`config.mk`:
```
export PLATFORM = sky130hd
export DESIGN_NAME = mul_seq_unit
export DESIGN_NICKNAME = d
export VERILOG_FILES = /design/src/rtl/mul_pkg.sv /design/src/rtl/mul_ctrl_fsm.sv /design/src/rtl/mul_pp_gen.sv /design/src/rtl/mul_csa_add.sv /design/src/rtl/mul_sum_path.sv /design/src/rtl/mul_seq_unit.sv
export SDC_FILE = /design/constraint.sdc
export NUM_CORES = 2
export LEC_CHECK = 0
export BUFFER_PORTS_ARGS = -buffer_cell sky130_fd_sc_hd__buf_2
export CAP_MARGIN = 20
export CORE_MARGIN = 2
export CORE_UTILIZATION = 50
export DETAILED_ROUTE_END_ITERATION = 8
export GPL_TIMING_DRIVEN = 1
export PLACE_DENSITY = 0.64
export SETUP_SLACK_MARGIN = 0.4
export SYNTH_ARGS = -nofsm -noshare
export SYNTH_HDL_FRONTEND = slang
export SYNTH_SLANG_ARGS = --single-unit
```
`constraint.sdc`:
```
create_clock -name clk_i -period 24 [get_ports clk_i]
set_input_delay 2.4 -clock clk_i [delete_from_list [all_inputs] [get_ports clk_i]]
set_output_delay 2.4 -clock clk_i [all_outputs]
set_load 0.02 [all_outputs]
```
`src/rtl/mul_pkg.sv`:
```
package mul_pkg;

  typedef enum logic [1:0] {
    ST_IDLE = 2'd0,
    ST_PP   = 2'd1,
    ST_LO   = 2'd2,
    ST_HI   = 2'd3
  } mstate_e;

  // Latched mode bits (status registers)
  typedef struct packed {
    logic sgn;
    logic acc;
    logic long_m;
    logic dsp;
    logic hsel_a;
    logic hsel_b;
  } mctl_t;

endpackage

```
`src/rtl/mul_ctrl_fsm.sv`:
```
module mul_ctrl_fsm
  import mul_pkg::*;
(
  input  logic    clk_i,
  input  logic    rst_ni,
  input  logic    start_i,
  input  mctl_t   ctl_i,
  output mstate_e state_o,
  output mctl_t   ctl_q_o,
  output logic    cap_o,
  output logic    pp_en_o,
  output logic    lo_en_o,
  output logic    hi_en_o,
  output logic    oe_o,
  output logic    done_o
);

  mstate_e state_q, state_d;
  mctl_t   ctl_q, ctl_d;
  logic    ctl_en;

  assign cap_o   = start_i && (state_q == ST_IDLE);
  assign pp_en_o = (state_q == ST_PP);
  assign lo_en_o = (state_q == ST_LO);
  assign hi_en_o = (state_q == ST_HI);
  assign oe_o    = lo_en_o || hi_en_o;
  assign done_o  = (lo_en_o && !ctl_q.long_m) || hi_en_o;

  always_comb begin
    state_d = state_q;
    unique case (state_q)
      ST_IDLE: if (start_i) state_d = ST_PP;
      ST_PP:   state_d = ST_LO;
      ST_LO:   state_d = ctl_q.long_m ? ST_HI : ST_IDLE;
      ST_HI:   state_d = ST_IDLE;
      default: state_d = ST_IDLE;
    endcase
  end

  // Mode capture; long mode is suppressed for halfword multiplies
  always_comb begin
    ctl_d  = ctl_q;
    ctl_en = 1'b0;
    if (cap_o) begin
      ctl_d        = ctl_i;
      ctl_d.long_m = ctl_i.long_m && !ctl_i.dsp;
      ctl_en       = 1'b1;
    end else if (done_o) begin
      ctl_d  = '0;
      ctl_en = 1'b1;
    end
  end

  always_ff @(posedge clk_i or negedge rst_ni) begin
    if (!rst_ni) state_q <= ST_IDLE;
    else         state_q <= state_d;
  end

  always_ff @(posedge clk_i or negedge rst_ni) begin
    if (!rst_ni)     ctl_q <= '0;
    else if (ctl_en) ctl_q <= ctl_d;
  end

  assign state_o = state_q;
  assign ctl_q_o = ctl_q;

endmodule

```
`src/rtl/mul_pp_gen.sv`:
```
module mul_pp_gen
  import mul_pkg::*;
#(
  parameter int DW = 32
) (
  input  logic            clk_i,
  input  logic            rst_ni,
  input  logic            cap_i,
  input  logic            pp_en_i,
  input  mctl_t           ctl_i,
  input  logic [DW-1:0]   a_i,
  input  logic [DW-1:0]   b_i,
  output logic [2*DW-1:0] pp0_o,
  output logic [2*DW-1:0] pp1_o
);

  localparam int PW = 2 * DW;
  localparam int HW = DW / 2;

  logic [DW-1:0] a_q, b_q;
  logic [PW-1:0] ext_w [2];
  logic [PW-1:0] pp0_d, pp1_d, hi_prod;
  logic [PW-1:0] pp0_q, pp1_q;

  always_ff @(posedge clk_i or negedge rst_ni) begin
    if (!rst_ni) begin
      a_q <= '0;
      b_q <= '0;
    end else if (cap_i) begin
      a_q <= a_i;
      b_q <= b_i;
    end
  end

  // Operand widening, one copy per operand
  for (genvar g = 0; g < 2; g++) begin : g_ext
    logic [DW-1:0] src;
    logic          sel;
    logic [HW-1:0] half;
    assign src  = (g == 0) ? a_q : b_q;
    assign sel  = (g == 0) ? ctl_i.hsel_a : ctl_i.hsel_b;
    assign half = sel ? src[DW-1:HW] : src[HW-1:0];
    always_comb begin
      if (ctl_i.dsp)      ext_w[g] = {{(PW-HW){half[HW-1]}}, half};
      else if (ctl_i.sgn) ext_w[g] = {{DW{src[DW-1]}}, src};
      else                ext_w[g] = {{DW{1'b0}}, src};
    end
  end

  // Two partial products: low 16 bits of B, and the rest of B shifted
  assign pp0_d   = ext_w[0] * {{(PW-HW){1'b0}}, ext_w[1][HW-1:0]};
  assign hi_prod = ext_w[0] * {{HW{1'b0}}, ext_w[1][PW-1:HW]};
  assign pp1_d   = hi_prod << HW;

  always_ff @(posedge clk_i or negedge rst_ni) begin
    if (!rst_ni) begin
      pp0_q <= '0;
      pp1_q <= '0;
    end else if (pp_en_i) begin
      pp0_q <= pp0_d;
      pp1_q <= pp1_d;
    end
  end

  assign pp0_o = pp0_q;
  assign pp1_o = pp1_q;

endmodule

```
`src/rtl/mul_csa_add.sv`:
```
module mul_csa_add #(
  parameter int W = 32
) (
  input  logic [W-1:0] x_i,
  input  logic [W-1:0] y_i,
  input  logic [W-1:0] z_i,
  input  logic [1:0]   cin_i,
  output logic [W-1:0] sum_o,
  output logic [1:0]   cout_o
);

  logic [W-1:0] s_w, c_w;
  logic [W+1:0] total;

  for (genvar i = 0; i < W; i++) begin : g_fa
    assign s_w[i] = x_i[i] ^ y_i[i] ^ z_i[i];
    assign c_w[i] = (x_i[i] & y_i[i]) | (x_i[i] & z_i[i]) | (y_i[i] & z_i[i]);
  end

  assign total  = {2'b00, s_w} + {1'b0, c_w, 1'b0} + {{W{1'b0}}, cin_i};
  assign sum_o  = total[W-1:0];
  assign cout_o = total[W+1:W];

endmodule

```
`src/rtl/mul_sum_path.sv`:
```
module mul_sum_path
  import mul_pkg::*;
#(
  parameter int DW = 32
) (
  input  logic            clk_i,
  input  logic            rst_ni,
  input  logic            cap_i,
  input  logic            lo_en_i,
  input  logic            hi_en_i,
  input  mctl_t           ctl_i,
  input  logic [2*DW-1:0] c_i,
  input  logic [2*DW-1:0] pp0_i,
  input  logic [2*DW-1:0] pp1_i,
  output logic [DW-1:0]   sum_o,
  output logic [DW-1:0]   res_q_o
);

  localparam int PW = 2 * DW;

  logic [PW-1:0] c_q;
  logic [1:0]    carry_q;
  logic [DW-1:0] res_q;
  logic [DW-1:0] x_w, y_w, z_w, sum_w;
  logic [1:0]    cin_w, cout_w;

  always_ff @(posedge clk_i or negedge rst_ni) begin
    if (!rst_ni)    c_q <= '0;
    else if (cap_i) c_q <= c_i;
  end

  // One shared adder: low words in the LO cycle, high words in the HI cycle
  assign x_w   = hi_en_i ? pp0_i[PW-1:DW] : pp0_i[DW-1:0];
  assign y_w   = hi_en_i ? pp1_i[PW-1:DW] : pp1_i[DW-1:0];
  assign z_w   = !ctl_i.acc ? '0 : (hi_en_i ? c_q[PW-1:DW] : c_q[DW-1:0]);
  assign cin_w = hi_en_i ? carry_q : 2'b00;

  mul_csa_add #(.W(DW)) i_add (
    .x_i   (x_w),
    .y_i   (y_w),
    .z_i   (z_w),
    .cin_i (cin_w),
    .sum_o (sum_w),
    .cout_o(cout_w)
  );

  always_ff @(posedge clk_i or negedge rst_ni) begin
    if (!rst_ni)      carry_q <= '0;
    else if (lo_en_i) carry_q <= cout_w;
  end

  always_ff @(posedge clk_i or negedge rst_ni) begin
    if (!rst_ni)                 res_q <= '0;
    else if (lo_en_i || hi_en_i) res_q <= sum_w;
  end

  assign sum_o   = sum_w;
  assign res_q_o = res_q;

endmodule

```
`src/rtl/mul_seq_unit.sv`:
```
module mul_seq_unit
  import mul_pkg::*;
#(
  parameter int DW = 32
) (
  input  logic            clk_i,
  input  logic            rst_ni,
  input  logic            start_i,
  input  logic [DW-1:0]   op_a_i,
  input  logic [DW-1:0]   op_b_i,
  input  logic [2*DW-1:0] op_c_i,
  input  logic            signed_i,
  input  logic            accum_i,
  input  logic            long_i,
  input  logic            dsp_i,
  input  logic            hsel_a_i,
  input  logic            hsel_b_i,
  output logic [DW-1:0]   result_o,
  output logic            result_oe_o,
  output logic            done_o
);

  localparam int PW = 2 * DW;

  mctl_t         ctl_in, ctl_q;
  mstate_e       state_w;
  logic          cap_w, pp_en_w, lo_en_w, hi_en_w, oe_w, done_w;
  logic [PW-1:0] pp0_w, pp1_w;
  logic [DW-1:0] sum_w, res_q_w;

  always_comb begin
    ctl_in.sgn    = signed_i;
    ctl_in.acc    = accum_i;
    ctl_in.long_m = long_i;
    ctl_in.dsp    = dsp_i;
    ctl_in.hsel_a = hsel_a_i;
    ctl_in.hsel_b = hsel_b_i;
  end

  mul_ctrl_fsm i_fsm (
    .clk_i  (clk_i),
    .rst_ni (rst_ni),
    .start_i(start_i),
    .ctl_i  (ctl_in),
    .state_o(state_w),
    .ctl_q_o(ctl_q),
    .cap_o  (cap_w),
    .pp_en_o(pp_en_w),
    .lo_en_o(lo_en_w),
    .hi_en_o(hi_en_w),
    .oe_o   (oe_w),
    .done_o (done_w)
  );

  mul_pp_gen #(.DW(DW)) i_pp (
    .clk_i  (clk_i),
    .rst_ni (rst_ni),
    .cap_i  (cap_w),
    .pp_en_i(pp_en_w),
    .ctl_i  (ctl_q),
    .a_i    (op_a_i),
    .b_i    (op_b_i),
    .pp0_o  (pp0_w),
    .pp1_o  (pp1_w)
  );

  mul_sum_path #(.DW(DW)) i_sum (
    .clk_i  (clk_i),
    .rst_ni (rst_ni),
    .cap_i  (cap_w),
    .lo_en_i(lo_en_w),
    .hi_en_i(hi_en_w),
    .ctl_i  (ctl_q),
    .c_i    (op_c_i),
    .pp0_i  (pp0_w),
    .pp1_i  (pp1_w),
    .sum_o  (sum_w),
    .res_q_o(res_q_w)
  );

  assign result_o    = oe_w ? sum_w : res_q_w;
  assign result_oe_o = oe_w;
  assign done_o      = done_w;

endmodule

```
# ---- Word level (Yosys, flattened, before mapping)
# Index checks and enable logic that the tools add are counted.
dict set report totals {
  regBits 282
  out_inout_bits 34
  elab_cells 275
}
dict set report op_classes {
  n_addsub 2
  mul 2
  n_eq_ne 4
  muxes 19
  bitwise_logic 224
  n_reduce_logical 10
}
# op n
set ops {}
lappend ops {{$mux W64} 4}
lappend ops {{$mux W32} 5}
lappend ops {{$and A1 B1 Y1} 96}
lappend ops {{$mul A64 B16 Y64} 1}
lappend ops {{$mul A64 B48 Y48} 1}
lappend ops {{$or A1 B1 Y1} 64}
lappend ops {{$xor A1 B1 Y1} 64}
lappend ops {{$add A32 B33 Y34} 1}
lappend ops {{$add A34 B2 Y34} 1}
lappend ops {{$mux W16} 2}
lappend ops {{$mux W6} 2}
lappend ops {{$pmux W2 S4} 1}
lappend ops {{$mux W2} 3}
lappend ops {{$eq A2 B2 Y1 const B} 2}
lappend ops {{$logic_and A1 B1 Y1} 3}
lappend ops {{$eq A2 B1 Y1 const B} 1}
lappend ops {{$logic_not A1 Y1} 2}
lappend ops {{$logic_not A2 Y1} 1}
lappend ops {{$logic_or A1 B1 Y1} 2}
lappend ops {{$mux W1} 2}
lappend ops {{$ne A2 B2 Y1 const B} 1}
lappend ops {{$reduce_and A2 Y1} 1}
lappend ops {{$reduce_bool A2 Y1} 1}

# ---- Depth between registers and ports, before layout
dict set report depth {
  depth_word 9
  ltp_mapped 37
  ltp_nobuf 33
}

# ---- Modules after synthesis
# From an unflattened synthesis, not the netlist that was laid out.
dict set report unflattened {
  hier_cells 6515
  hier_area_um2 61660.4
}
# mod instances cells_per_inst area_per_inst_um2 seq_area_each_um2
set modules_own_cells {}
lappend modules_own_cells {mul_pp_gen 1 5651 52220.1 4404.2}
lappend modules_own_cells {mul_sum_path 1 351 5192.5 2452.4}
lappend modules_own_cells {mul_csa_add 1 428 3259.4 0.0}
lappend modules_own_cells {mul_seq_unit 1 36 544.3 0.0}
lappend modules_own_cells {mul_ctrl_fsm 1 49 444.2 200.2}

# ---- Worst setup path after synthesis
# No wires, ideal clock.
dict set report synth_path {
  kind {register to register}
  start {register, netlist name i_fsm.ctl_q_o[2]}
  end {register i_pp.pp1_q[56] (netlist: i_pp.pp1_o[56])}
  setup_ns 0.133
  t_arrival_ns 8.670
  path_slack_ns 15.197
  path_stages_with_launch 35
  path_buffers 5
  cell_sequence {dfrtp_1 clkbuf_1 nand2_1 buf_1 clkbuf_1 mux2i_1 clkbuf_1 nor2_1 fa_1 inv_1 fa_1 inv_1 fa_1 fa_1 inv_1 fa_1 inv_1 fa_1 fa_1 fa_1 inv_1 fa_1 inv_1 ha_1 clkbuf_1 a21o_1 a21oi_1 o221ai_1 or2_1 o21ai_0 nand2_1 a21o_1 a21oi_1 xor2_1 o21ai_0}
}
dict set report synth_via {
  elab_chain_cells 2
}
# element line
set synth_rtl {}
lappend synth_rtl {{$mux W64} mul_pp_gen.sv:44} ;# if (ctl_i.dsp) ext_w[g] = {{(PW-HW){half[HW-1]}}, half};
lappend synth_rtl {{$mul A64 B48 Y48 (*)} mul_pp_gen.sv:52} ;# assign hi_prod = ext_w[0] * {{HW{1'b0}}, ext_w[1][PW-1:HW]};
lappend synth_rtl {{end signal: assignment} mul_pp_gen.sv:61} ;# pp1_q <= pp1_d;
lappend synth_rtl {{end: declaration} mul_pp_gen.sv:23} ;# logic [PW-1:0] pp0_q, pp1_q;
# Mark *: on every way between the ends. The rest lies on a longest branch, timed or not.
# A chain may end at the register's enable or synchronous reset.

# ---- Worst setup path after layout
dict set report layout_path {
  start {register, netlist name i_fsm.ctl_q_o[2]}
  end {register i_pp.pp1_q[60] (netlist: i_pp.pp1_o[60])}
}
dict set report layout_via {
  elab_chain_cells 2
}
# element line
set layout_rtl {}
lappend layout_rtl {{$mux W64} mul_pp_gen.sv:44}
lappend layout_rtl {{$mul A64 B48 Y48 (*)} mul_pp_gen.sv:52}
# Marks and branches as above.

==> impl_metrics.ini <==
[worst_hold_path]
min_path_type = register to register

[logic_synthesis]
syn_nets = 8313
ys_seq_elements = 282
synthCells = 6474
async_flop_share = 1.00
ys_seq_area_frac = 0.118
syn-cell-area_um2 = 59700
yosysUniqueCellTypes = 74
yosys_most_used_dff = dfrtp_1
synth_edf_count = 0
avgSynthCellArea_um2 = 9.23
yosys_warnings = 0

[layout]
syn2layout_area_growth_pct = 6.54
final_cell_mix = inv_1, fa_1, nand2_1, nor2_1, ha_1
fin_cells = 8059
fillCellCount = 10800
final_nets = 8332
final_common_cell = inv_1
drive_above_1_share = 0.0890
post-route-util = 0.538
fin_area_um2 = 63700

[floorplanning]
dieArea_um2 = 122000
die_w_um = 350
core_um2 = 118000
std_cell_rows = 126
io_pins = 171
start_util = 0.505
dieHeight_um = 350

[worst_setup_path]
max_stage_delay_ns = 0.80
cp_slowest_cell = a21o_1
startpoint_type = register
cp-end-kind = register
required_ns = 24.45
crit_family = adder cells
path_common_cell = fa_1
cp_max_fo = 64
worst-path-buf-inv = 10
cp.arrival_ns = 10.57
critical_path_class = register to register

[place]
port_buffers = 170
place_congestion = 0.977
dp.cells = 7990
hpwl_um = 156000
dpl_cell_area_um2 = 62500

[clock_tree]
h-tree-depth = 2
numCtsBuffers = 36
cts-hold-fix-buffers = 0
cts_tree = yes
post-cts-setup-buffers = 0
cts.repair.resized = 0
insertion_delay_ns = 0.60
clkSlewWorstSetupHoldPaths_ns = 0.06
clockBufferDepth = 3
cts.sinks = 282
root_buffer = clkbuf_16

[timing]
rsz0062_at_grt = no
fin_setup_tns_ns = 0
tightestPinTransition_ns = 1.18
skew_ns = 0.0433
min_period_ns = 10.12
setup_violations = 0
slew_viol_final = 0
fmax_ghz = 0.0988
slew_headroom = 0.200
hold_viol_final = 0
timing.final.crit_share = 0.422

[route]
initialDrtViolationCount = 4023
viasPerCell = 5.53
wl_per_cell_um = 23.6
drt_wl_total_um = 190000
vias = 44600
ant_nets = 0
drc = 0
dr.pass1.iters = 6

[outcome]
outcome = completed

[flow_run]
drv_cap = 0

[grt]
grt_max_degree = 83
grt_pass1_wl_um = 291000
grt_pass1_vias = 47100
antenna_found_initial = 9
track_usage = 0.321
grt_overflow = 0
==> logic make-up (layout without fill, tap and decap cells) <==
family | count (synthesis) | count (layout) | synth area share
buffers and inverters | 1772 | 1815 | 0.111
xor gates and xnor gates | 156 | 156 | 0.0229
other | 0 | 6 | 0
muxes | 259 | 259 | 0.0472
adders and majority gates | 1702 | 1702 | 0.525
AOI/OAI and AO/OA | 576 | 576 | 0.0602
and+or+nand+nor | 1727 | 1727 | 0.115
DFF | 282 | 282 | 0.118
==> synthesized netlist by cell type, types with 4 or more instances <==
master	instances	share of area
and3_1	17	0.0018
nand2_1	869	0.055
ha_1	359	0.075
a22o_1	5	0.00073
nor2_1	683	0.043
a31o_2	4	0.00059
nor2b_1	11	0.0012
nor4b_1	4	0.00059
fa_1	1343	0.45
o21ai_1	7	0.00059
a31oi_1	10	0.0010
nand3_1	38	0.0032
mux2_2	181	0.034
xor2_1	57	0.0084
nor3b_1	4	0.00050
a21o_1	100	0.013
o21a_1	17	0.0021
and2_1	7	0.00073
buf_1	32	0.0020
clkbuf_1	244	0.015
o221ai_1	5	0.00073
xnor2_1	99	0.015
a211o_1	4	0.00059
dfrtp_1	282	0.12
or2_2	19	0.0020
or3_1	7	0.00073
o21bai_1	15	0.0019
o211ai_1	9	0.0011
a21oi_1	181	0.015
nor3_1	25	0.0021
o31ai_1	9	0.0011
nand4_1	18	0.0019
mux2i_1	78	0.013
and4_1	4	0.00059
a21boi_0	5	0.00063
inv_1	1493	0.094
a211oi_1	16	0.0020
nand2b_1	10	0.0010
o21ai_0	153	0.013
==> registers in the layout (all words and copies together), names as in the netlist <==
name / cells
i_sum.c_q: 64
i_fsm.ctl_q_o: 6
i_pp.pp0_o: 64
i_sum.carry_q: 2
i_fsm.state_o: 2
i_pp.a_q: 32
i_sum.res_q_o: 32
i_pp.b_q: 32
i_pp.pp1_o: 48
==> area by class of cell <==
class | count | area (um2) | share of cell area
inverters | 1494 | 5610 | 0.0881
well taps | 1536 | 1920 | 0.0302
flip-flops and latches | 282 | 7060 | 0.111
multi-input cells | 4420 | 46300 | 0.728
clock inverters | 13 | 164 | 0.00257
clock buffers | 49 | 980 | 0.0154
diodes | 6 | 15.0 | 0.000236
repair buffers | 259 | 1580 | 0.0247
==> worst paths after layout <==
check                                      start           endpoint  slack, ns  cells past startpoint
worst min-delay path              i_pp.pp0_o[14]     i_pp.pp0_o[14]       0.48                      2
worst max-delay path            i_fsm.ctl_q_o[2]     i_pp.pp1_o[60]      13.88                     33
min in group asynchronous                 rst_ni  i_sum.res_q_o[16]       1.78                      1
worst max register to register  i_fsm.ctl_q_o[2]     i_pp.pp1_o[60]      13.88                     33
max in group asynchronous                 rst_ni       i_pp.a_q[20]      19.01                      4
worst min register to register    i_pp.pp0_o[14]     i_pp.pp0_o[14]       0.48                      2
==> worst reg2reg max path, delay by kind of cell (launching register included) <==
kind            cells  cell delay (ns)
flops               1             0.52
fa+ha+maj          10             4.89
simple gates        4             1.13
xor+xnor            1             0.16
compound gates      8             2.00
buf+inv            10             1.31
==> per-stage QoR <==
step                hold slack, ns  worst slack, ns
floorplan                    0.439            15.20
global placement             0.457            14.13
detailed placement           0.463            13.92
CTS                          0.478            13.96
global route                 0.492            13.32
finish                       0.478            13.88
==> routing by layer <==
layer | vias to the layer above | GRT usage | part of all wire
met4 | 16 | 0.123 | 0.048
met5 | - | 0 | 0.00052
met2 | 2064 | 0.485 | 0.43
li1 | 19300 | - | -
met3 | 459 | 0.0885 | 0.11
met1 | 22700 | 0.441 | 0.41
Power is left out: the tool's default activity adds up to more than one toggle a clock period on the data nets, which glitch-free logic cannot reach.
